### src/rtl/vsc_pkg.sv
package vsc_pkg;
    localparam int POS_W = 16;

    typedef struct packed {
        logic [POS_W-1:0] x;
        logic [POS_W-1:0] y;
    } pos_t;
endpackage

### src/rtl/sync_pol_meas.sv
module sync_pol_meas #(
    parameter int MEAS_W = 24
) (
    input  logic clk,
    input  logic rst_n,
    input  logic sync_i,
    output logic pol_o
);
    typedef struct packed {
        logic              prev;
        logic              armed;
        logic              pol;
        logic [MEAS_W-1:0] hi;
        logic [MEAS_W-1:0] lo;
    } st_t;

    localparam logic [MEAS_W-1:0] CNT_MAX = '1;

    st_t st_d, st_q;
    logic rise;

    always_comb begin
        st_d      = st_q;
        rise      = sync_i & ~st_q.prev;
        st_d.prev = sync_i;
        if (rise) begin
            if (st_q.armed) st_d.pol = (st_q.hi > st_q.lo);
            st_d.armed = 1'b1;
            st_d.hi    = MEAS_W'(1);
            st_d.lo    = '0;
        end else if (sync_i) begin
            if (st_q.hi != CNT_MAX) st_d.hi = st_q.hi + 1'b1;
        end else begin
            if (st_q.lo != CNT_MAX) st_d.lo = st_q.lo + 1'b1;
        end
    end

    always_ff @(posedge clk) begin
        if (!rst_n) begin
            st_q      <= '0;
            st_q.prev <= 1'b1;
        end else begin
            st_q <= st_d;
        end
    end

    assign pol_o = st_q.pol;

    // the decision only moves after a period boundary
    assert_pol_on_edge_R2: assert property (@(posedge clk) disable iff (!rst_n)
        !$stable(st_q.pol) |-> $past(rise));
endmodule

### src/rtl/raster_pos.sv
module raster_pos
    import vsc_pkg::*;
(
    input  logic clk,
    input  logic rst_n,
    input  logic hs_n,
    input  logic vs_n,
    output pos_t pos_o
);
    typedef struct packed {
        logic hs_prev;
        logic vs_prev;
        pos_t pos;
    } st_t;

    localparam logic [POS_W-1:0] POS_MAX = '1;

    st_t  st_d, st_q;
    logic hs_rise, vs_rise;

    always_comb begin
        st_d         = st_q;
        hs_rise      = hs_n & ~st_q.hs_prev;
        vs_rise      = vs_n & ~st_q.vs_prev;
        st_d.hs_prev = hs_n;
        st_d.vs_prev = vs_n;
        if (hs_rise)                    st_d.pos.x = '0;
        else if (st_q.pos.x != POS_MAX) st_d.pos.x = st_q.pos.x + 1'b1;
        if (vs_rise)                    st_d.pos.y = '0;
        else if (hs_rise && st_q.pos.y != POS_MAX)
                                        st_d.pos.y = st_q.pos.y + 1'b1;
        pos_o = st_d.pos;
    end

    always_ff @(posedge clk) begin
        if (!rst_n) begin
            st_q.hs_prev <= 1'b0;
            st_q.vs_prev <= 1'b0;
            st_q.pos.x   <= POS_MAX;
            st_q.pos.y   <= POS_MAX;
        end else begin
            st_q <= st_d;
        end
    end

    // a column run never jumps by more than one unless a line starts
    assert_x_step_R3: assert property (@(posedge clk) disable iff (!rst_n)
        (!hs_rise && st_q.pos.x != POS_MAX) |=> (st_q.pos.x == $past(st_q.pos.x) + 1'b1));
    // rows stay put inside a line
    assert_y_hold_R4: assert property (@(posedge clk) disable iff (!rst_n)
        (!hs_rise && !vs_rise) |=> $stable(st_q.pos.y));
endmodule

### src/rtl/crop_window.sv
module crop_window
    import vsc_pkg::*;
(
    input  pos_t             pos_i,
    input  logic [POS_W-1:0] x0,
    input  logic [POS_W-1:0] w,
    input  logic [POS_W-1:0] y0,
    input  logic [POS_W-1:0] h,
    output logic             in_win
);
    logic [POS_W:0] x_end, y_end;
    logic           x_ok, y_ok;

    always_comb begin
        x_end  = {1'b0, x0} + {1'b0, w};
        y_end  = {1'b0, y0} + {1'b0, h};
        x_ok   = (pos_i.x >= x0) && ({1'b0, pos_i.x} < x_end);
        y_ok   = (pos_i.y >= y0) && ({1'b0, pos_i.y} < y_end);
        in_win = x_ok && y_ok;
    end
endmodule

### src/rtl/vid_sync_crop.sv
module vid_sync_crop
    import vsc_pkg::*;
#(
    parameter int DAT_W  = 24,
    parameter int MEAS_W = 24
) (
    input  logic             clk,
    input  logic             rst_n,
    input  logic             in_vs,
    input  logic             in_hs,
    input  logic             in_de,
    input  logic [DAT_W-1:0] in_pix,
    input  logic [POS_W-1:0] cfg_x0,
    input  logic [POS_W-1:0] cfg_w,
    input  logic [POS_W-1:0] cfg_y0,
    input  logic [POS_W-1:0] cfg_h,
    output logic             out_vs,
    output logic             out_hs,
    output logic             out_de,
    output logic [DAT_W-1:0] out_pix,
    output logic             det_vs_pol,
    output logic             det_hs_pol
);
    localparam int N_SYNC = 2;   // index 0 = HS, 1 = VS

    typedef struct packed {
        logic             vs;
        logic             hs;
        logic             de;
        logic [DAT_W-1:0] pix;
    } beat_t;

    typedef struct packed {
        beat_t cap;
        beat_t outb;
        logic  ext_de;
    } st_t;

    st_t  st_d, st_q;
    logic [N_SYNC-1:0] raw_sync, pol;
    logic hs_n, vs_n, win;
    pos_t pos_cur;

    assign raw_sync = {st_q.cap.vs, st_q.cap.hs};

    generate
        for (genvar g = 0; g < N_SYNC; g++) begin : g_pol
            sync_pol_meas #(.MEAS_W(MEAS_W)) i_meas (
                .clk   (clk),
                .rst_n (rst_n),
                .sync_i(raw_sync[g]),
                .pol_o (pol[g])
            );
        end
    endgenerate

    assign hs_n = st_q.cap.hs ^ pol[0];
    assign vs_n = st_q.cap.vs ^ pol[1];

    raster_pos i_pos (
        .clk  (clk),
        .rst_n(rst_n),
        .hs_n (hs_n),
        .vs_n (vs_n),
        .pos_o(pos_cur)
    );

    crop_window i_win (
        .pos_i (pos_cur),
        .x0    (cfg_x0),
        .w     (cfg_w),
        .y0    (cfg_y0),
        .h     (cfg_h),
        .in_win(win)
    );

    always_comb begin
        st_d          = st_q;
        st_d.cap.vs   = in_vs;
        st_d.cap.hs   = in_hs;
        st_d.cap.de   = in_de;
        st_d.cap.pix  = in_pix;
        st_d.ext_de   = st_q.ext_de | st_q.cap.de;
        st_d.outb.vs  = vs_n;
        st_d.outb.hs  = hs_n;
        st_d.outb.pix = st_q.cap.pix;
        st_d.outb.de  = (st_q.ext_de | st_q.cap.de) ? st_q.cap.de : win;
    end

    always_ff @(posedge clk) begin
        if (!rst_n) st_q <= '0;
        else        st_q <= st_d;
    end

    assign out_vs     = st_q.outb.vs;
    assign out_hs     = st_q.outb.hs;
    assign out_de     = st_q.outb.de;
    assign out_pix    = st_q.outb.pix;
    assign det_hs_pol = pol[0];
    assign det_vs_pol = pol[1];

    // once pass-through is entered it stays until reset
    assert_ext_sticky_R6: assert property (@(posedge clk) disable iff (!rst_n)
        st_q.ext_de |=> st_q.ext_de);
    // in pass-through mode the output DE mirrors the captured source DE
    assert_ext_follow_R6: assert property (@(posedge clk) disable iff (!rst_n)
        st_q.ext_de |=> (out_de == $past(st_q.cap.de)));
    // window mode never raises DE above the first row
    assert_win_top_R5: assert property (@(posedge clk) disable iff (!rst_n)
        (!st_q.ext_de && !st_q.cap.de && pos_cur.y < cfg_y0) |=> !out_de);
    // pixel data is the captured beat one stage later
    assert_pix_align_R7: assert property (@(posedge clk) disable iff (!rst_n)
        1'b1 |=> (out_pix == $past(st_q.cap.pix)));
endmodule

### config.mk
export PLATFORM = sky130hd
export DESIGN_NAME = vid_sync_crop
export DESIGN_NICKNAME = d
export VERILOG_FILES = /design/src/rtl/vsc_pkg.sv /design/src/rtl/sync_pol_meas.sv /design/src/rtl/raster_pos.sv /design/src/rtl/crop_window.sv /design/src/rtl/vid_sync_crop.sv
export SDC_FILE = /design/constraint.sdc
export NUM_CORES = 1
export LEC_CHECK = 0
export BUFFER_PORTS_ARGS = -buffer_cell sky130_fd_sc_hd__buf_2
export CORE_MARGIN = 2
export CORE_UTILIZATION = 55
export CTS_CLUSTER_DIAMETER = 100
export DETAILED_ROUTE_END_ITERATION = 10
export GPL_TIMING_DRIVEN = 0
export HOLD_SLACK_MARGIN = 0.15
export PLACE_DENSITY = 0.79
export REMOVE_ABC_BUFFERS = 1
export SYNTH_ARGS = -nofsm -noshare
export SYNTH_HDL_FRONTEND = slang
export SYNTH_SLANG_ARGS = --single-unit
### constraint.sdc
create_clock -name clk -period 5.98 [get_ports clk]
set_input_delay 0.897 -clock clk [delete_from_list [all_inputs] [get_ports clk]]
set_output_delay 0.897 -clock clk [all_outputs]
set_load 0.005 [all_outputs]
# After elaboration in Yosys (flattened, before gate mapping)
# Index checks and enable logic that the tools add are counted.
# totals
register_bits	189
in_bits	93
out_inout_bits	29
# classes
add_sub_neg	8
order_cmp	6
eq_ne	6
mux	15
bitwise_logic	14
n_reduce_logical	18
# op_table
op	count
adder 24 x 1 -> 24 bit, second input constant	4
two-way mux 24 bit	4
inequality test 24 bit, second input constant	4
two-way mux 16 bit	4
two-way mux 25 bit	2
> comparator 24 bit	2
adder 16 x 16 -> 17 bit	2
< comparator 16 x 17 -> 1 bit	2
adder 16 x 1 -> 16 bit, second input constant	2
>= comparator 16 bit	2
inequality test 16 bit, second input constant	2
AND reduction 2 bit	8
nonzero test 2 bit	4
NOT 1 bit	7
two-way mux 1 bit	5
AND 1 bit	4
logical AND 1 bit	4
OR reduction 2 bit	2
XOR 1 bit	2
OR 1 bit	1

# Logic depth before layout (Yosys ltp)
# depth
ltp_word	9
depth_mapped	17

# Hierarchy
# From an unflattened synthesis, not the netlist that was laid out.
# hier_totals
cells_unflattened	1499
area_unflattened_um2	12710.9
# by_module_without_submodules
mod	instances	cells_each	area_each_um2
sync_pol_meas	2	374	3103.0
crop_window	1	370	2844.0
raster_pos	1	239	1968.1
vid_sync_crop	1	142	1692.9

# Least setup slack after synthesis
# No wires, ideal clock.
# synth_timing
path_kind	input to register
start	in cfg_x0[0]
end	reg st_q, in the netlist out_de
arrival_ns	4.523
required_time_ns	5.893
slack_ns	1.370
path_stages	17
n_path_buf	0
path_cell_list	ha_1 fa_1 a211oi_1 nor2_1 o311a_1 o41a_1 a21oi_1 o21ai_0 xnor2_1 ha_1 a21o_1 a221o_1 a221oi_1 o211ai_1 o21ai_1 o21ba_1 nor4b_2
# synth_via
elab_chain_len	5
elab_cells_between_ends	6
# synth_rtl
item	line	text
start: declaration	vid_sync_crop.sv:13	input logic [POS_W-1:0] cfg_x0,
adder 16 x 16 -> 17 bit	crop_window.sv:15	x_end = {1'b0, x0} + {1'b0, w};
< comparator 16 x 17 -> 1 bit	crop_window.sv:17	x_ok = (pos_i.x >= x0) && ({1'b0, pos_i.x} < x_end);
logical AND 1 bit *	crop_window.sv:17	
logical AND 1 bit *	crop_window.sv:19	in_win = x_ok && y_ok;
two-way mux 1 bit *	vid_sync_crop.sv:87	st_d.outb.de = (st_q.ext_de | st_q.cap.de) ? st_q.cap.de : win;
end signal: assignment	vid_sync_crop.sv:92	else st_q <= st_d;
end: declaration	vid_sync_crop.sv:39	st_t st_d, st_q;
# Mark *: on every way between the ends. The rest lies on a longest branch, timed or not.
# A chain may end at the register's enable or synchronous reset.

# Worst setup path in the final report
# Ends and elaborated chain as after synthesis.

==> out/results.txt <==
Int Pwr = 2210 uW
Number of synthesized flops with an enable pin = 0
Critical path's most frequent cell = ha_1
Worst path max stage delay = 0.44 ns
FF-to-FF Start = raw_sync[0]$_SDFF_PN0_
Synth Warn # = 0
Die area = 22600 um^2
Startpoint Class = primary input
Largest net degree at the start of global routing = 101
Vias in the first global route = 9354
Placer congestion estimate = 0.882
Fin util = 62.1%
IO Count = 122
Status = completed
Dpl hpwl = 19300 um
Synthesized instance count = 1395
Setup TNS = 0 ns
Worst Skew = 0.0103 ns
Worst slew pin tran = 1.16 ns
Fmax = 199 MHz
# rows = 53
Syn Area/Cell = 8.45 um^2
CTS clock-pin slew for the worst setup and hold paths = 0.07 ns
Unique masters post-synth = 69
Largest fanout on the critical path = 3
DRT Pass-1 Iters = 5
DR DRC count = 0
Initial Util = 56.1%
WL final = 25100 um
Psw = 950 uW
Cts repair resizes = 0
Fin cells = 1767
Fin. max-slew vios = 0
Seq pwr share = 43.1%
Net Sw Frac = 30.1%
CTS max path bufs = 2
Via count = 9788
Ant. Diodes = 0
FF+latch count, synth = 189
CTS Buf Count = 17
Crit path time final = 5.02 ns
Fin crit share = 84.0%
Postcts setup bufs = 0
Clock share of power = 33.5%
Cell area power density = 242 nW/um^2
PortBufs = 121
Worst hold start = st_d[15]$_SDFF_PN0_
Hold Vio Cnt, Final = 0
CTS tree = built
First-pass GRT wire length = 42500 um
Mapped Area = 11800 um^2
Synthesis-to-finish area growth = 10.7%
Dominant synthesized flop cell = dfxtp_1
Worst-path cell chain = buf_2 -> ha_1 -> fa_1 -> a211oi_1 -> nor2_1 -> o311a_1 -> o41a_1 -> a21oi_1 -> o21ai_0 -> xnor2_1 -> ha_1 -> a21o_1 -> a221o_1 -> a221oi_1 -> o211ai_1 -> o21ai_1 -> o21ba_1 -> nor4b_2
Sinks on Clock Net = 189
Hold buffer count at CTS = 0
Critical path origin = cfg_x0[0]
Layout Nets = 1724
Max_slew headroom = 22.4%
Final setup viols = 0
Final ANT Viol Nets = 0
Die H = 150 um
RSZ-0062 raised after global routing = no
Avg WL per Cell = 14.2 um
Max-Cap Viols = 0
Layout cell share with drive strength beyond 1 = 11.3%
Antenna violations before repair = 0
CP endpoint kind = flip-flop
P_leak = 0.00563 uW
Crit Path Category = in2reg
Comb pwr share = 23.4%
Post-synth ARST share = 0%
H-Tree Depth = 4
Vias per cell = 5.54
Worst EP arrival = 5.36 ns
Core box area = 21000 um^2
Root Driver = clkbuf_16
Detailed Route Iter0 Violations = 512
Overall Global Routing Usage = 22.9%
Fill cell count = 1782
Worst-Skew Late Latency = 0.43 ns
CP required = 6.32 ns
Die X = 150 um
Grt ovf = 0
Slowest library cell on the worst path = a221oi_1
Maximum vdd drop = 194 uV
Placed cells = 1737
Sequential element share of the synthesized area = 32.1%
HP Class = reg2reg
layer usage:
metal	vias to the layer above	global-route usage (%)	wire, um	share of wire [%]
li1	5028	-	-	-
met1	4510	28.6	11500	46
met2	214	40.1	12000	48
met3	36	3.55	1180	4.7
met4	0	7.45	461	1.8
met5	-	0	0	0
final timing paths:
path              depth (start not counted)  slack, ns                     end
setup / recovery                         18       0.96       out_de$_SDFF_PN0_
hold / removal                            1       0.42  out_pix[14]$_SDFF_PN0_
setup reg to reg                         13       1.52       out_de$_SDFF_PN0_
hold reg to reg                           1       0.42  out_pix[14]$_SDFF_PN0_
cells by family (layout without fill, tap and decap cells):
family | Yosys count | in the layout | share of synthesized area, %
simple gates | 546 | 546 | 23.6
compound gates | 219 | 219 | 12.1
flops | 189 | 189 | 32.1
fa+ha+maj | 150 | 150 | 16.0
buf+inv | 150 | 247 | 5.60
xor+xnor | 136 | 136 | 10.1
mux | 5 | 5 | 0.425
final cells by class:
class                           instances  area, um^2  share of cell area (%)
Timing Repair Buffer                  123         656                    5.02
Multi-Input combinational cell       1056        7370                    56.5
Sequential cell                       189        3780                    29.0
Clock buffer                           21         460                    3.53
Inverter                               94         353                    2.70
Tap cell                              275         344                    2.64
Clock inverter                          9        78.8                   0.604
Yosys cell counts, drive strengths merged (15+ instances only):
master | instances | share of area [%]
and3 | 15 | 0.81
buf | 25 | 1.6
nand4 | 53 | 2.9
clkbuf | 31 | 0.99
xnor2 | 83 | 6.2
nor2 | 174 | 5.5
ha | 148 | 16
inv | 93 | 3.0
nor3 | 36 | 1.5
nor4 | 18 | 0.96
dfxtp | 189 | 32
o21ai | 63 | 2.7
nand2 | 82 | 2.6
a21oi | 49 | 2.1
nand3 | 48 | 2.0
and4 | 16 | 1.2
xor2 | 53 | 3.9
a21o | 27 | 1.7
and2 | 60 | 3.2
power groups by stage:
stage / Combinational (uW) / Sequential (uW) / Clock, uW
after detailed placement: 734 / 1390 / 0
after global routing: 844 / 1370 / 1130
final: 739 / 1360 / 1060
after CTS: 742 / 1360 / 1080
after global placement: 706 / 1380 / 0
after floorplan: 535 / 1380 / 0
metrics by stage:
stage | area (um^2) | power (uW) | setup slack (ns) | hold WS (ns)
after detailed placement | 12500 | 2120 | 0.593 | 0.418
after CTS | 13100 | 3180 | 1.02 | 0.422
after floorplan | 11500 | 1910 | 1.37 | 0.412
after global placement | 12400 | 2090 | 0.418 | 0.413
after global routing | 13100 | 3340 | 0.762 | 0.448
final | 13100 | 3150 | 0.957 | 0.421
registers in the layout (all words and copies together) (netlist names):
name,flops
st_q,2
raw_sync,2
out_pix,24
st_d,24
out_de,1
g_pol.i_meas.st_q,100
i_pos.st_q,34
g_pol.i_meas.pol_o,2
placed cells by master, fill, tap and decap left out, drive strengths merged, types with 3 or more instances in the layout:
cell     instances
dfxtp          189
nor2           174
ha             148
buf            123
inv             99
xnor2           83
nand2           82
o21ai           63
and2            60
xor2            53
nand4           53
a21oi           49
nand3           48
nor3            36
a21o            27
clkbuf          21
nor4            18
and4            16
and3            15
o21a            14
nand2b          12
o211ai          10
a211oi          10
nor2b            7
mux2i            5
o21bai           5
or3              5
o41ai            4
a31oi            4
or4              4
nor4b            4
a211o            3
or2              3
o31ai            3
o41a             3
a311oi           3
a2111oi          3
clkinv           3
worst max-delay path: cells and delay by family:
| kind | cells | cell delay [ns] |
|---|---|---|
| AOI/OAI and AO/OA | 11 | 2.87 |
| adders and majority gates | 3 | 0.95 |
| and+or+nand+nor | 2 | 0.37 |
| xor gates and xnor gates | 1 | 0.16 |
| buffers and inverters | 1 | 0.11 |
(Power assumes the default switching activity.)
